[src/rtl/clkdiv_sync_pkg.sv]
package clkdiv_sync_pkg;

   // Treatment of alignment events
   typedef enum logic {
      SYNC_EVERY = 1'b0,   // every detected edge is accepted
      SYNC_FIRST = 1'b1    // only the first edge after a write
   } sync_mode_e;

   function automatic int unsigned ratio_bits(input int unsigned max_ratio);
      return (max_ratio < 2) ? 1 : $clog2(max_ratio);
   endfunction

endpackage

[src/rtl/clkdiv_sync_edge.sv]
module clkdiv_sync_edge #(
   parameter int unsigned STAGES = 2
) (
   input  logic clk,
   input  logic rst,
   input  logic sync_in,
   output logic rise
);
   generate
      if (STAGES < 2) begin : g_bad_stages
         $error("clkdiv_sync_edge: STAGES must be at least 2");
      end
   endgenerate

   logic [STAGES-1:0] shreg;

   always_ff @(posedge clk) begin
      if (rst) shreg <= '0;
      else     shreg <= {shreg[STAGES-2:0], sync_in};
   end

   assign rise = shreg[STAGES-2] & ~shreg[STAGES-1];

   // a held level yields one event only
   a_r4_single_event: assert property (@(posedge clk) disable iff (rst)
      rise |=> !rise);

endmodule

[src/rtl/clkdiv_sync_arm.sv]
module clkdiv_sync_arm
   import clkdiv_sync_pkg::*;
(
   input  logic clk,
   input  logic rst,
   input  logic rise,
   input  logic sync_en,
   input  logic one_shot,
   input  logic cfg_wr,
   output logic accept,
   output logic armed
);
   sync_mode_e mode;
   logic       armed_q;

   assign mode   = sync_mode_e'(one_shot);
   assign accept = rise & sync_en & ((mode == SYNC_EVERY) | armed_q);
   assign armed  = armed_q;

   always_ff @(posedge clk) begin
      if (rst)           armed_q <= 1'b0;
      else if (cfg_wr)   armed_q <= (mode == SYNC_FIRST);
      else if (accept)   armed_q <= 1'b0;
   end

   // a write always decides the flag
   a_r9_write_wins: assert property (@(posedge clk) disable iff (rst)
      cfg_wr |=> (armed == $past(one_shot)));

   // an accepted one-shot event disarms
   a_r7_disarm: assert property (@(posedge clk) disable iff (rst)
      (accept && one_shot && !cfg_wr) |=> !armed);

   // nothing is accepted while disabled
   a_r5_disabled: assert property (@(posedge clk) disable iff (rst)
      !sync_en |-> !accept);

endmodule

[src/rtl/clkdiv_sync_count.sv]
module clkdiv_sync_count #(
   parameter int unsigned RW = 3
) (
   input  logic          clk,
   input  logic          rst,
   input  logic [RW-1:0] ratio_m1,
   input  logic          accept,
   output logic          div_en
);
   logic [RW-1:0] cnt;
   logic [RW-1:0] act_m1;
   logic          wrap;

   assign wrap   = (cnt == act_m1);
   assign div_en = wrap;

   always_ff @(posedge clk) begin
      if (rst) begin
         cnt    <= '0;
         act_m1 <= ratio_m1;
      end else if (accept || wrap) begin
         cnt    <= '0;
         act_m1 <= ratio_m1;
      end else begin
         cnt    <= cnt + 1'b1;
      end
   end

   // the counter never passes its terminal value
   a_r1_in_range: assert property (@(posedge clk) disable iff (rst)
      cnt <= act_m1);

   // an accepted event clears the phase and loads the ratio
   a_r4_sync_reset: assert property (@(posedge clk) disable iff (rst)
      accept |=> (cnt == '0) && (act_m1 == $past(ratio_m1)));

   // the ratio stays frozen inside a period
   a_r3_ratio_hold: assert property (@(posedge clk) disable iff (rst)
      (!accept && !wrap) |=> $stable(act_m1) && (cnt == $past(cnt) + 1'b1));

endmodule

[src/rtl/clkdiv_sync.sv]
module clkdiv_sync
   import clkdiv_sync_pkg::*;
#(
   parameter int unsigned MAX_RATIO   = 8,
   parameter int unsigned SYNC_STAGES = 2,
   localparam int unsigned RW         = ratio_bits(MAX_RATIO)
) (
   input  logic          clk,
   input  logic          rst,
   input  logic [RW-1:0] ratio_m1,
   input  logic          sync_en,
   input  logic          one_shot,
   input  logic          cfg_wr,
   input  logic          sync_in,
   output logic          div_en,
   output logic          armed
);
   generate
      if ((MAX_RATIO < 2) || ((1 << RW) != MAX_RATIO)) begin : g_bad_ratio
         $error("clkdiv_sync: MAX_RATIO must be a power of two, at least 2");
      end
   endgenerate

   logic rise;
   logic accept;

   clkdiv_sync_edge #(.STAGES(SYNC_STAGES)) u_edge (
      .clk     (clk),
      .rst     (rst),
      .sync_in (sync_in),
      .rise    (rise)
   );

   clkdiv_sync_arm u_arm (
      .clk      (clk),
      .rst      (rst),
      .rise     (rise),
      .sync_en  (sync_en),
      .one_shot (one_shot),
      .cfg_wr   (cfg_wr),
      .accept   (accept),
      .armed    (armed)
   );

   clkdiv_sync_count #(.RW(RW)) u_cnt (
      .clk      (clk),
      .rst      (rst),
      .ratio_m1 (ratio_m1),
      .accept   (accept),
      .div_en   (div_en)
   );

   // ratio one keeps the enable high continuously
   a_r10_ratio_one: assert property (@(posedge clk) disable iff (rst)
      (ratio_m1 == '0 && $past(ratio_m1) == '0 && div_en) |=> div_en);

endmodule

[config.mk]
export PLATFORM = sky130hd
export DESIGN_NAME = clkdiv_sync
export DESIGN_NICKNAME = d
export VERILOG_FILES = /design/src/rtl/clkdiv_sync_pkg.sv /design/src/rtl/clkdiv_sync_edge.sv /design/src/rtl/clkdiv_sync_arm.sv /design/src/rtl/clkdiv_sync_count.sv /design/src/rtl/clkdiv_sync.sv
export SDC_FILE = /design/constraint.sdc
export NUM_CORES = 1
export LEC_CHECK = 0
export ABC_AREA = 1
export ABC_CLOCK_PERIOD_IN_PS = 1400
export CORE_UTILIZATION = 25
export DETAILED_ROUTE_END_ITERATION = 7
export GPL_TIMING_DRIVEN = 0
export PLACE_DENSITY_LB_ADDON = 0.3
export SYNTH_ARGS = -nofsm -noshare
export SYNTH_HDL_FRONTEND = slang
export SYNTH_HIERARCHICAL = 1
export SYNTH_SLANG_ARGS = --single-unit
[constraint.sdc]
create_clock -name clk -period 1.4 [get_ports clk]
set_input_delay 0.42 -clock clk [delete_from_list [all_inputs] [get_ports clk]]
set_output_delay 0.42 -clock clk [all_outputs]
set_load 0.1 [all_outputs]
# Word level (Yosys, flattened, before mapping)
# Cells that the tools add are included.
# totals
ff_bits,9
in_bits,9
out_inout_bits,2
elab_cells,20
# classes
addsub,1
n_eq_ne,1
mux,4
bitwise_logic,6
reduce_logical,4
# op_table
op,count
$mux W3,2
$reduce_bool A2 Y1,2
$add A3 B1 Y3 const B,1
$and A1 B1 Y1,3
$eq A3 B3 Y1,1
$mux W1,2
$not A1 Y1,2
$reduce_or A2 Y1,1
$logic_or A1 B1 Y1,1
$or A1 B1 Y1,1

# Logic depth before layout (Yosys ltp)
# logic_depth
word_depth,7
depth_mapped,7
ltp_nobuf,7

# By module
# Netlist, hierarchy kept.
# by_module_without_submodules
mod,instances,cells_per_inst,area_per_inst_um2,seq_area_each_um2
clkdiv_sync_count,1,27,276.5,150.1
clkdiv_sync_arm,1,11,62.6,20.0
clkdiv_sync_edge,1,7,58.8,40.0

# Worst setup path after synthesis
# No wires, ideal clock.
# synth_path
path_type,register -> register
startpoint,"reg u_arm.armed_q, in the netlist u_arm/armed"
endpoint,"reg u_cnt.act_m1[0], enable pin"
setup_time_ps,299
arrival_time_ps,1399
t_required_ps,1101
setup_slack_ps,-298
path_stages_with_launch,5
n_path_buf,0
synth_period_minus_slack_ps,1698
path_cell_list,dfxtp_1 nor2_1 nor2_1 nor2_4 nand2_4
# synth_between
elab_chain_len,4
# synth_lines
element,line,rtl
"start, declared",clkdiv_sync_arm.sv:14,logic armed_q;
"start signal, assigned",clkdiv_sync_arm.sv:22,else if (cfg_wr) armed_q <= (mode == SYNC_FIRST);
$or A1 B1 Y1,clkdiv_sync_arm.sv:17,assign accept = rise & sync_en & ((mode == SYNC_EVERY) | armed_q);
$and A1 B1 Y1,clkdiv_sync_arm.sv:17,
named net accept,clkdiv_sync.sv:25,logic accept;
$logic_or A1 B1 Y1,clkdiv_sync_count.sv:21,end else if (accept || wrap) begin
$reduce_bool A2 Y1 (no line),-,
"end signal, assigned",clkdiv_sync_count.sv:20,act_m1 <= ratio_m1;
"end signal, assigned",clkdiv_sync_count.sv:23,act_m1 <= ratio_m1;
"end, declared",clkdiv_sync_count.sv:11,logic [RW-1:0] act_m1;
# The timed path passes the listed nets, and every way through them passes these cells.
# A chain may end at the register's enable or synchronous reset.

# Worst setup path in the final report
# layout_path
startpoint,reg u_cnt.act_m1[1]
endpoint,out div_en
# layout_between
elab_chain_len,1
# layout_lines
element,line,rtl
$eq A3 B3 Y1,clkdiv_sync_count.sv:14,assign wrap = (cnt == act_m1);
"end, declared",clkdiv_sync.sv:15,"output logic div_en,"
# No other way between the ends.

==> flow_summary_export.csv <==
group,metric,value,unit
power,power_per_cell_area,1190,mW/mm2
timing,timing.fmax,620,MHz
power,p_sw_share,29.2,%
power,intPower,0.000483,W
yosys,synth.avg_cell_area,8.84,um2
timing,maxSlewViolCount,0,
run_status,outcome,"complete, but fails checks",
die,io_pins,11,
worst_setup_path,worstPathRequired,0.98,ns
place,dp_slack,-0.930,ns
worst_setup_path,slowest_stage,"edfxtp_1",
timing,finalWorstSetupSlack,-0.213,ns
die,dieArea,0.00176,mm2
yosys,synth_nets,55,
die,initial_utilization,26.7,%
grt,busiest_layer,"met2",
grt,grt_pass1_wl,1.04,mm
timing,period_minus_slack,1.61,ns
grt,grt_usage,8.51,%
timing,tightest_slew,0.278,ns
grt,grt-ovfl-total,0,
worst_setup_path,worstPathArrival,1.19,ns
grt,gr-usage-met2,12.2,%
power,p_clk_share,28.7,%
power,power.switching,0.000199,W
run_status,violations,"setup timing",
timing,min_period_over_period,115,%
yosys,ys_ff_latch,9,
timing,holdWs,0.431,ns
worst_setup_path,cp-start-kind,"flip-flop",
grt,antenna_found_initial,0,
layout,antenna_cells,0,
route,wire_per_inst,7.49,um
die,fp.coreArea,0.00149,mm2
die,core.rowCount,14,
yosys,yosysWarnings,6,
timing,setup_tns,-0.213,ns
worst_setup_path,worstSetupPathType,"flip-flop to output port",
worst_setup_path,crit_chain,"xnor2_2, nand3_2, clkinvlp_4, buf_12",
route,dr.first_iter.drc_count,4,
worst_setup_path,cp_top_family,"flip-flops",
worst_setup_path,crit_path_end_kind,"output port",
clock_tree,clk_root_buffer_cell,"clkbuf_4",
run,drv_cap,0,
clock_tree,hold_buffers,0,
route,dr.pass1.iters,2,
layout,final_area,573,um2
layout,fillers,163,
clock_tree,clock-sinks,9,
layout,layout-drive-gt1-share,28.3,%
clock_tree,clk_pin_slew_worst_paths,0.06,ns
yosys,synth-seq-area-share,52.8,%
yosys,synthCells,45,
place,portBuffers,10,
clock_tree,clockBufferDepth,2,
clock_tree,tritoncts,"done",
clock_tree,cts_buffers,3,
layout,layout.nets,71,
timing,slew-limit-headroom,81.6,%
route,ant_nets,0,
route,totalWireLength,569,um
layout,layout-area-overhead-vs-synth,44.0,%
yosys,netlist_area,398,um2
grt,grt_pass1_vias,290,
power,ir_drop,501,uV
place,hpwl,419,um
clock_tree,clk_latency,0.26,ns
route,vias,301,
die,die_h,41.9,um
power,pwr-share-seq,46.1,%
yosys,synth_cell_types,12,
route,drc_errors,0,
timing,setup_viol,1,
place,gp_routability_congestion,0.633,
worst_setup_path,critPathMaxFanout,2,
worst_hold_path,hp-class,"flip-flop to flip-flop",
clock_tree,htreeDepth,1,
worst_setup_path,slowest_delay,0.41,ns
power,leakagePower,0.257,nW
route,viasPerCell,3.96,
timing,rsz0062_at_grt,"true",
timing,finalHoldViolCount,0,
die,dieWidth,41.9,um
grt,use_met1,8.38,%
grt,grt_max_degree,7,
place,postPlaceCellArea,524,um2
timing,finClkSkew,0.00151,ns
power,pwr-share-comb,25.2,%
layout,final_util,38.5,%
worst_setup_path,cp_num_buf_inv,2,
grt,grtUsageMet3,6.52,%
[final timing paths]
| kind | slack (ns) | endpoint | from | cells after the start |
|---|---|---|---|---|
| setup / recovery | -0.21 | div_en | u_cnt/act_m1[1] | 4 |
| hold / removal | 0.43 | u_edge/shreg[1] | u_edge/shreg[0] | 2 |
| setup reg to reg | 0.18 | u_cnt/act_m1[1] | u_cnt/act_m1[1] | 4 |
| hold reg to reg | 0.43 | u_edge/shreg[1] | u_edge/shreg[0] | 2 |
[registers in the layout (all words and copies together) (netlist names)]
register / flops
u_arm/armed: 1
u_cnt/act_m1: 3
u_edge/shreg: 2
u_cnt/cnt: 3
[layout make-up]
type                       instances  area [um2]  area share (%)
multi-input combinational         25         154            26.9
sequential                         9         213            37.1
inverter                          11        45.0            7.86
tap                               16        20.0            3.49
timing repair buffer              11         115            20.1
clock buffer                       4        26.3            4.59
[cell usage after synthesis, drive strengths merged]
| library cell | count | share of area (%) |
|---|---|---|
| a21oi | 1 | 2.2 |
| dfxtp | 6 | 30 |
| edfxtp | 3 | 23 |
| ha | 1 | 3.1 |
| inv | 11 | 10 |
| nand2 | 11 | 12 |
| nand3 | 1 | 2.5 |
| nor2 | 9 | 12 |
| xnor2 | 2 | 4.4 |
[cell usage in the layout, fill, tap and decap left out, types with 2 or more instances in the layout]
cell type        Yosys  routed
nand2_1             10      10
nor2_1               5       5
clkbuf_4             0       3
dfxtp_1              6       4
clkdlybuf4s50_1      0       8
nor2_2               3       3
inv_1               11      10
buf_4                0       2
dfxtp_2              0       2
edfxtp_1             3       3
[layer usage]
layer / routed length (um) / vias to the layer above / part of all wire (%)
met5: 0 / - / 0
met4: 10 / 0 / 1.8
met3: 49 / 2 / 8.6
met2: 243 / 12 / 43
met1: 266 / 125 / 47
li1: - / 162 / -
[kinds of logic (layout without fill, tap and decap cells)]
| group | count (synthesis) | in the layout | synth area share (%) |
|---|---|---|---|
| and+or+nand+nor | 21 | 21 | 27.0 |
| buffers and inverters | 11 | 26 | 10.4 |
| DFF | 9 | 9 | 52.8 |
| xor gates and xnor gates | 2 | 2 | 4.40 |
| adders and majority gates | 1 | 1 | 3.14 |
| AOI/OAI and AO/OA | 1 | 1 | 2.20 |
[timing repair]
item                                    CTS  global route
pin swaps                                 2             1
buffers inserted                          1             0
gates resized for setup                  15             1
endpoints found under the setup margin    2             1
[power by group through the flow]
stage | Combinational, W | Clock, W | Sequential (W)
after floorplan | 0.0000978 | 0 | 0.000330
after global placement | 0.000152 | 0 | 0.000318
after detailed placement | 0.000153 | 0 | 0.000318
after CTS | 0.000169 | 0.000212 | 0.000313
final | 0.000172 | 0.000196 | 0.000315
after global routing | 0.000187 | 0.000223 | 0.000319
[through the flow]
stage          std cells  power, W
2_1_floorplan         45  0.000427
3_3_place_gp          71  0.000471
3_5_place_dp          71  0.000471
4_1_cts               76  0.000694
5_1_grt               76  0.000729
6_report              76  0.000683
[worst reg2reg max path, cell delays in order (launching register included)]
cell,delay [ns]
edfxtp_1,0.41
xnor2_2,0.15
nand3_2,0.12
buf_4,0.16
nand2_4,0.10
(Power assumes the default switching activity.)
